===== config.mk =====
export PLATFORM = sky130hd
export DESIGN_NAME = hsync_regen
export DESIGN_NICKNAME = d
export VERILOG_FILES = /design/src/rtl/hsync_regen.sv
export SDC_FILE = /design/constraint.sdc
export NUM_CORES = 1
export LEC_CHECK = 0
export BUFFER_PORTS_ARGS = -buffer_cell sky130_fd_sc_hd__clkbuf_2
export CAP_MARGIN = 25
export CORE_MARGIN = 4
export CORE_UTILIZATION = 60
export DETAILED_ROUTE_END_ITERATION = 6
export PLACE_DENSITY = 0.76
export SLEW_MARGIN = 15
export SYNTH_ARGS = -nofsm -noshare
export SYNTH_HDL_FRONTEND = slang
export SYNTH_SLANG_ARGS = --single-unit

===== constraint.sdc =====
create_clock -name clk -period 11.5 [get_ports clk]
set_input_delay 2.3 -clock clk [delete_from_list [all_inputs] [get_ports clk]]
set_output_delay 2.3 -clock clk [all_outputs]
set_load 0.01 [all_outputs]

===== src/rtl/hsync_regen.sv =====
module hsync_regen #(
  parameter bit ACTIVE_HIGH = 1'b1,
  parameter int CW          = 12,
  parameter int GRID_LOG2   = 3
) (
  input  logic clk,
  input  logic rst_n,
  input  logic de_in,
  input  logic hs_in,
  input  logic vs_in,
  output logic hs_out,
  output logic vs_out
);
  localparam logic          INACT = ~ACTIVE_HIGH;
  localparam logic [CW:0]   HALF  = (CW+1)'(1) << (GRID_LOG2 - 1);
  localparam logic [CW:0]   MASK  = ~(((CW+1)'(1) << GRID_LOG2) - (CW+1)'(1));
  localparam logic [CW-1:0] CMAX  = {CW{1'b1}};
  localparam logic [CW-1:0] GMAX  = CMAX & MASK[CW-1:0];

  logic de_r, hs_r, vs_r, vs_o, hs_o;
  logic [CW-1:0] cnt, wcnt, pos_r;
  logic [CW-1:0] meas_off, meas_w, prev_w;
  logic [CW-1:0] off_h, w_h;
  logic got_off, got_w, started, locked;
  logic [1:0] warm;

  wire hs_a    = ACTIVE_HIGH ? hs_in : ~hs_in;
  wire de_fall = de_r & ~de_in;
  wire hs_rise = hs_a & ~hs_r;
  wire hs_fall = ~hs_a & hs_r;
  wire [CW-1:0] pos_now = de_fall ? '0 : cnt;

  wire [CW:0]   rnd      = {1'b0, meas_off} + HALF;
  wire [CW-1:0] cand_off = rnd[CW] ? GMAX : (rnd[CW-1:0] & MASK[CW-1:0]);
  wire [CW-1:0] cand_w   = (meas_w > prev_w) ? meas_w : prev_w;

  function automatic logic far(input logic [CW-1:0] a, input logic [CW-1:0] b);
    logic [CW-1:0] d;
    d = (a > b) ? a - b : b - a;
    return d > 1;
  endfunction

  wire update = de_fall && started && got_off && got_w &&
                (!locked || far(cand_off, off_h) || far(cand_w, w_h));

  wire in_win = ({1'b0, pos_r} >= {1'b0, off_h}) &&
                ({1'b0, pos_r} < ({1'b0, off_h} + {1'b0, w_h}));

  always_ff @(posedge clk or negedge rst_n) begin
    if (!rst_n) begin
      de_r <= 1'b0;
      hs_r <= 1'b0;
      vs_r <= INACT;
      vs_o <= INACT;
      hs_o <= 1'b0;
      warm <= '0;
    end else begin
      de_r <= de_in;
      hs_r <= hs_a;
      vs_r <= vs_in;
      vs_o <= vs_r;
      hs_o <= locked ? in_win : hs_r;
      if (warm != 2'd3) warm <= warm + 2'd1;
    end
  end

  always_ff @(posedge clk or negedge rst_n) begin
    if (!rst_n) begin
      cnt   <= '0;
      wcnt  <= '0;
      pos_r <= '0;
    end else begin
      pos_r <= pos_now;
      if (de_fall)          cnt <= CW'(1);
      else if (cnt != CMAX) cnt <= cnt + CW'(1);
      if (hs_rise)                   wcnt <= CW'(1);
      else if (hs_a && wcnt != CMAX) wcnt <= wcnt + CW'(1);
    end
  end

  always_ff @(posedge clk or negedge rst_n) begin
    if (!rst_n) begin
      meas_off <= '0;
      meas_w   <= '0;
      got_off  <= 1'b0;
      got_w    <= 1'b0;
    end else if (de_fall) begin
      got_off <= hs_rise;
      if (hs_rise) meas_off <= '0;
      got_w   <= 1'b0;
    end else begin
      if (hs_rise) begin
        got_off  <= 1'b1;
        meas_off <= cnt;
      end
      if (hs_fall && got_off) begin
        got_w  <= 1'b1;
        meas_w <= wcnt;
      end
    end
  end

  always_ff @(posedge clk or negedge rst_n) begin
    if (!rst_n) begin
      started <= 1'b0;
      locked  <= 1'b0;
      prev_w  <= '0;
      off_h   <= '0;
      w_h     <= '0;
    end else if (de_fall) begin
      started <= 1'b1;
      if (got_w) prev_w <= meas_w;
      if (update) begin
        off_h  <= cand_off;
        w_h    <= cand_w;
        locked <= 1'b1;
      end
    end
  end

  assign hs_out = ACTIVE_HIGH ? hs_o : ~hs_o;
  assign vs_out = vs_o;

  a_r2_vs_delay: assert property (@(posedge clk) disable iff (!rst_n)
    (warm == 2'd3) |-> (vs_out == $past(vs_in, 2)));
  a_r4_lock_at_edge: assert property (@(posedge clk) disable iff (!rst_n)
    $rose(locked) |-> $past(de_fall));
  a_r5_on_grid: assert property (@(posedge clk) disable iff (!rst_n)
    locked |-> (off_h[GRID_LOG2-1:0] == '0));
  a_r7_width_nonzero: assert property (@(posedge clk) disable iff (!rst_n)
    locked |-> (w_h != '0));
  a_r8_hold_between_edges: assert property (@(posedge clk) disable iff (!rst_n)
    !de_fall |=> ($stable(off_h) && $stable(w_h) && $stable(locked)));
endmodule


Yosys cells after proc, flatten, opt, wreduce, memory -nomap -nowiden
Cells that the tools add are included.

storage, ports and cells
  flip-flop bits (word level) = 105
  latch bits = 0
  memory bits (writable) = 0
  memory bits (read-only) = 0
  output and inout port bits = 2
  word-level logic and storage cells = 75
  memories = 0

cells by class
  add/sub/neg operators = 8
  multiply operators = 0
  divide/modulo/power cells = 0
  order comparisons = 7
  equal/unequal tests = 2
  shift-type cells = 0
  mux-type cells = 17
  bitwise operators = 7
  reductions and logical operators = 17

operator list
  kind                                                             number
  2-to-1 mux 12 bit                                                12
  subtractor 12 bit                                                4
  greater-than comparator 12 bit                                   3
  adder 12 x 1 -> 12 bit (second input constant)                   2
  greater-than comparator 12 x 1 -> 1 bit (second input constant)  2
  != test 12 bit (second input constant)                           2
  adder 12 x 12 -> 13 bit                                          1
  adder 12 x 3 -> 13 bit (second input constant)                   1
  less-than comparator 12 x 13 -> 1 bit                            1
  greater-or-equal comparator 12 bit                               1
  nonzero test 2 bit                                               4
  logical AND 1 bit                                                7
  AND reduction 2 bit                                              3
  2-to-1 mux 1 bit                                                 5
  NOT 1 bit                                                        4
  bitwise AND 1 bit                                                3
  logical OR 1 bit                                                 2
  zero test 1 bit                                                  1

Longest topological paths before layout
  depth after elaboration = 9
  gate-level depth with buffers = 24
  depth with buffers taken out = 22

Worst setup path after synthesis
No wires, ideal clock.

  kind = reg2reg
  start point = register meas_w[5]
  end point = register w_h[0]
  library setup time = 0.125 ns
  arrival = 4.898 ns
  required time = 11.375 ns
  slack = 6.477 ns
  cell stages (with the launch flop) = 22
  buffers on the path = 2
  period minus slack after synthesis = 5.023 ns
  path through = dfrtp_1 > ha_1 > a21o_1 > a21o_1 > a21oi_1 > nor2_1 > a2111oi_0 > nor2_1 > clkbuf_1 > mux2_2 > inv_1 > ha_1 > fa_1 > nand2b_1 > a21oi_1 > o21ai_0 > o21ai_0 > nor2b_1 > mux4_2 > a31oi_4 > buf_6 > mux2_4

on the way
  longest elaborated chain between the ends = 8

RTL lines
  element                                                                     RTL line  RTL
  start, declared                                                             22        logic [CW-1:0] meas_off, meas_w, prev_w;
  start signal, assigned                                                      98        meas_w <= wcnt;
  greater-than comparator 12 bit (*)                                          35        wire [CW-1:0] cand_w = (meas_w > prev_w) ? meas_w : prev_w;
  2-to-1 mux 12 bit (*)                                                       35
  named net cand_w[0]                                                         35
  subtractor 12 bit / greater-than comparator 12 bit (equally long branches)  39        d = (a > b) ? a - b : b - a;
  2-to-1 mux 12 bit                                                           39
  greater-than comparator 12 x 1 -> 1 bit                                     40        return d > 1;
  logical OR 1 bit                                                            44        (!locked || far(cand_off, off_h) || far(cand_w, w_h));
  logical AND 1 bit                                                           43        wire update = de_fall && started && got_off && got_w &&
  AND reduction 2 bit (no source line)                                        n/a
  end signal, assigned                                                        115       w_h <= cand_w;
  end, declared                                                               23        logic [CW-1:0] off_h, w_h;

Mark *: on every way through the listed nets, which the timed path passes. The rest lies on a longest branch.
A chain may end at the register's enable or synchronous reset.

Worst setup path in the final report
  start point = register meas_w[5]
  end point = register off_h[11]

on the way
  longest elaborated chain between the ends = 8

RTL lines
  element                                                                     RTL line  RTL
  greater-than comparator 12 bit (*)                                          35
  2-to-1 mux 12 bit (*)                                                       35
  named net cand_w[4]                                                         35
  subtractor 12 bit / greater-than comparator 12 bit (equally long branches)  39
  2-to-1 mux 12 bit (*)                                                       39
  greater-than comparator 12 x 1 -> 1 bit (*)                                 40
  logical OR 1 bit (*)                                                        44
  logical AND 1 bit (*)                                                       43
  AND reduction 2 bit (no source line) (*)                                    n/a
  end signal, assigned                                                        114       off_h <= cand_off;
  end, declared                                                               23

Marks and branches as above.

==> reports/results.txt <==
Peak supply drop: 0.224 mV
Nets: 873
Leak Pwr: 3.81 nW
Site row count: 40
Fin cells: 951
Final ANT Viol Nets: 0
Crit share post-route: 50.9%
Critical Path Most Common Cell: o21ai_0
Synth warn: 0
Fmax: 171 MHz
Post-CTS Setup Inserts: 0
Largest net degree at the start of global routing: 56
Worst setup margin: 5.65 ns
IO Count: 7
DR WL/cell: 17.3 um
DRC viols: 0
Root buf cell: clkbuf_16
Xor/xnor share of the synthesized area: 3.88%
CTS Hold Buffers Added: 0
Clk sinks: 100
First-pass DRT Iterations: 5
Placer Congestion: 0.937
CTS tree: done
Startpoint Class: flop
DPL Wire Length: 12,600 um
Reg-to-reg slack, setup: 5.65 ns
PD cells: 239 nW/um^2
Number of port buffers: 6
Worst Path Required: 11.73 ns
Cells on worst reg2reg path: 18
WP buf/inv: 1
Die area: 14,300 um^2
Main combinational cell family by area after synthesis: adder cells
Final setup TNS: 0 ns
Hold/Removal Path Class: flop to flop
Vias per inst: 6.01
Ant. Diodes: 0
DP Worst Slack: 5.55 ns
CP Capture Point: off_h[11]
Syn nets: 882
Critical Path Start: meas_w[5]
Worst-Skew Late Latency: 0.35 ns
CTS Buf Count: 9
Crit-path slowest cell: a31oi_4
CP delay by family, top: compound AO/OA/AOI/OAI gates
Share of layout cells above drive strength 1: 12.0%
Post-Synth Adder-Cell Area: 15.6%
Sequential fraction of the synthesis area: 33.6%
Syn avg cell area: 9.48 um^2
Cells along the critical path: ha_1, a21o_1, a21o_1, a21oi_1, nor2_1, a2111oi_0, nor2_1, buf_4, mux2_2, ha_1, o21ai_0, a21oi_1, o21ai_0, o21ai_0, nor2b_1, mux4_2, a31oi_4, mux2_2
RSZ-0062 raised after global routing: no
Antenna violations before repair: 0
Setup CP Type: flop to flop
Routing usage on met2: 37.4%
Synthesized area: 7460 um^2
Post-synth ARST share: 100%
Multiplexer share of the synthesized area: 11.5%
Synthesis-to-layout area growth: 5.74%
Final hold viol count: 0
Slew @ Worst Pin: 1.01 ns
Tmin final: 5.85 ns
Cts repair resizes: 0
Synth Register Bits: 100
Vias in the first global route: 5,599
Post-Syn Instances: 787
Met1 usage: 33.8%
GRT Util Overall: 23.9%
Post-synth top area cell: dfrtp_1
Die X: 119 um
Initial core utilization: 61.6%
M3 GR Usage: 3.61%
Max-slew violations: 0
Iter 0 DRT Violations: 457
Reg2reg end: off_h[11]
Via count: 5,717
Share of the synthesized area in the top cell type: 33.6%
Top post-synthesis cells by area: dfrtp_1, ha_1, mux2_2, inv_1, a21oi_1
Final setup violation count: 0
Status: finished, final reports clean
Chip height: 119 um
Critical Path Stages: 18
CTS HTree Levels: 3
Max Cap Viol: 0
Reg2reg start: meas_w[5]
Worst Path Arrival: 6.09 ns
Area fraction in compound gates after synthesis: 15.4%
Final setup skew: 0.00581 ns
CORE AREA: 12,100 um^2
Clock Tree Buf Depth: 2
Post-synth EDFFs: 0
Synth Area in Simple Gates: 14.3%
Relative slew slack: 32.9%
Worst path max stage delay: 0.82 ns
Clk slew on worst S/H paths: 0.07 ns
Setup crit end kind: flop
First-pass GRT wire length: 27,700 um
Grt total ovfl: 0
Unique masters post-synth: 62
Post-Place Cells: 934
CP max FO: 22
Main synth FF type: dfrtp_1
Final wirelength: 16,400 um
Most crowded layer after global routing: met2
area by class of cell:
type / count / area [um^2]
clock buffers: 10 / 229
clock inverters: 6 / 72.6
fillers: 967 / 4230
inverters: 78 / 293
multi-input cells: 580 / 4520
flip-flops and latches: 100 / 2500
well taps: 168 / 210
repair buffers: 9 / 55.1
cell families (layout without fill, tap and decap cells):
kind of cell / Yosys count / in the layout
buf+inv: 107 / 103
simple gates: 210 / 210
compound gates: 174 / 174
mux: 73 / 73
flops: 100 / 100
xor+xnor: 33 / 33
fa+ha+maj: 90 / 90
registers in the layout, indices dropped and copies added, names as in the netlist:
register,flops
de_r,1
w_h,12
hs_out,1
cnt,12
off_h,9
locked,1
got_off,1
pos_r,12
hs_r,1
wcnt,12
prev_w,12
got_w,1
vs_r,1
meas_w,12
vs_out,1
meas_off,10
started,1
per-stage QoR:
step | power [W] | utilization, % | hold WS, ns | cell area (um^2)
finish | 0.00188 | 65.1 | 0.366 | 7890
global route | 0.00204 | 65.1 | 0.378 | 7890
global placement | 0.00152 | 62.6 | 0.344 | 7580
CTS | 0.00187 | 65.0 | 0.372 | 7880
floorplan | 0.00131 | - | 0.331 | 7460
detailed placement | 0.00155 | 62.6 | 0.354 | 7580
worst register-to-register path: cells and delay by family (launching register included):
kind / cells / cell delay, ns
buf+inv: 1 / 0.22
fa+ha+maj: 2 / 0.83
compound gates: 9 / 2.44
simple gates: 3 / 0.52
flops: 1 / 0.42
mux: 3 / 1.32
worst min path at each step:
stage,startpoint,to,cells past startpoint
6_report,vs_r,vs_out,0
5_1_grt,vs_r,vs_out,0
4_1_cts,vs_r,vs_out,0
3_5_place_dp,vs_r,vs_out,0
3_3_place_gp,vs_r,vs_out,0
2_1_floorplan,vs_r,vs_out,0
synth_stat cells (16+ instances only):
| cell type | number |
|---|---|
| o21ai_0 | 36 |
| ha_1 | 85 |
| xnor2_1 | 17 |
| a21o_1 | 16 |
| nand2b_1 | 16 |
| clkbuf_1 | 18 |
| nor2_1 | 54 |
| nand2_1 | 35 |
| nand3_1 | 23 |
| a21oi_1 | 55 |
| dfrtp_1 | 100 |
| mux2_2 | 47 |
| xor2_1 | 16 |
| inv_1 | 78 |
| nand4_1 | 18 |
cell usage in the layout, fill, tap and decap left out, types with 17 or more instances in the layout:
| cell | n |
|---|---|
| a21oi_1 | 55 |
| dfrtp_1 | 100 |
| ha_1 | 85 |
| inv_1 | 78 |
| mux2_2 | 47 |
| nand2_1 | 35 |
| nand3_1 | 23 |
| nand4_1 | 18 |
| nor2_1 | 54 |
| o21ai_0 | 36 |
| xnor2_1 | 17 |
layer usage:
metal  part of all wire [%]  wire length [um]  up-vias
met5                      0                 0        -
met4                    2.6               422        0
met3                    3.9               638       29
met2                     47              7670      136
met1                     47              7680     2787
li1                       -                 -     2765
power breakdown:
group          leakage (nW)  internal, W  switching [W]
clock network         0.143     0.000172       0.000138
registers              1.34     0.000403      0.0000583
logic                  2.33     0.000511       0.000603
(Power assumes the default switching activity.)
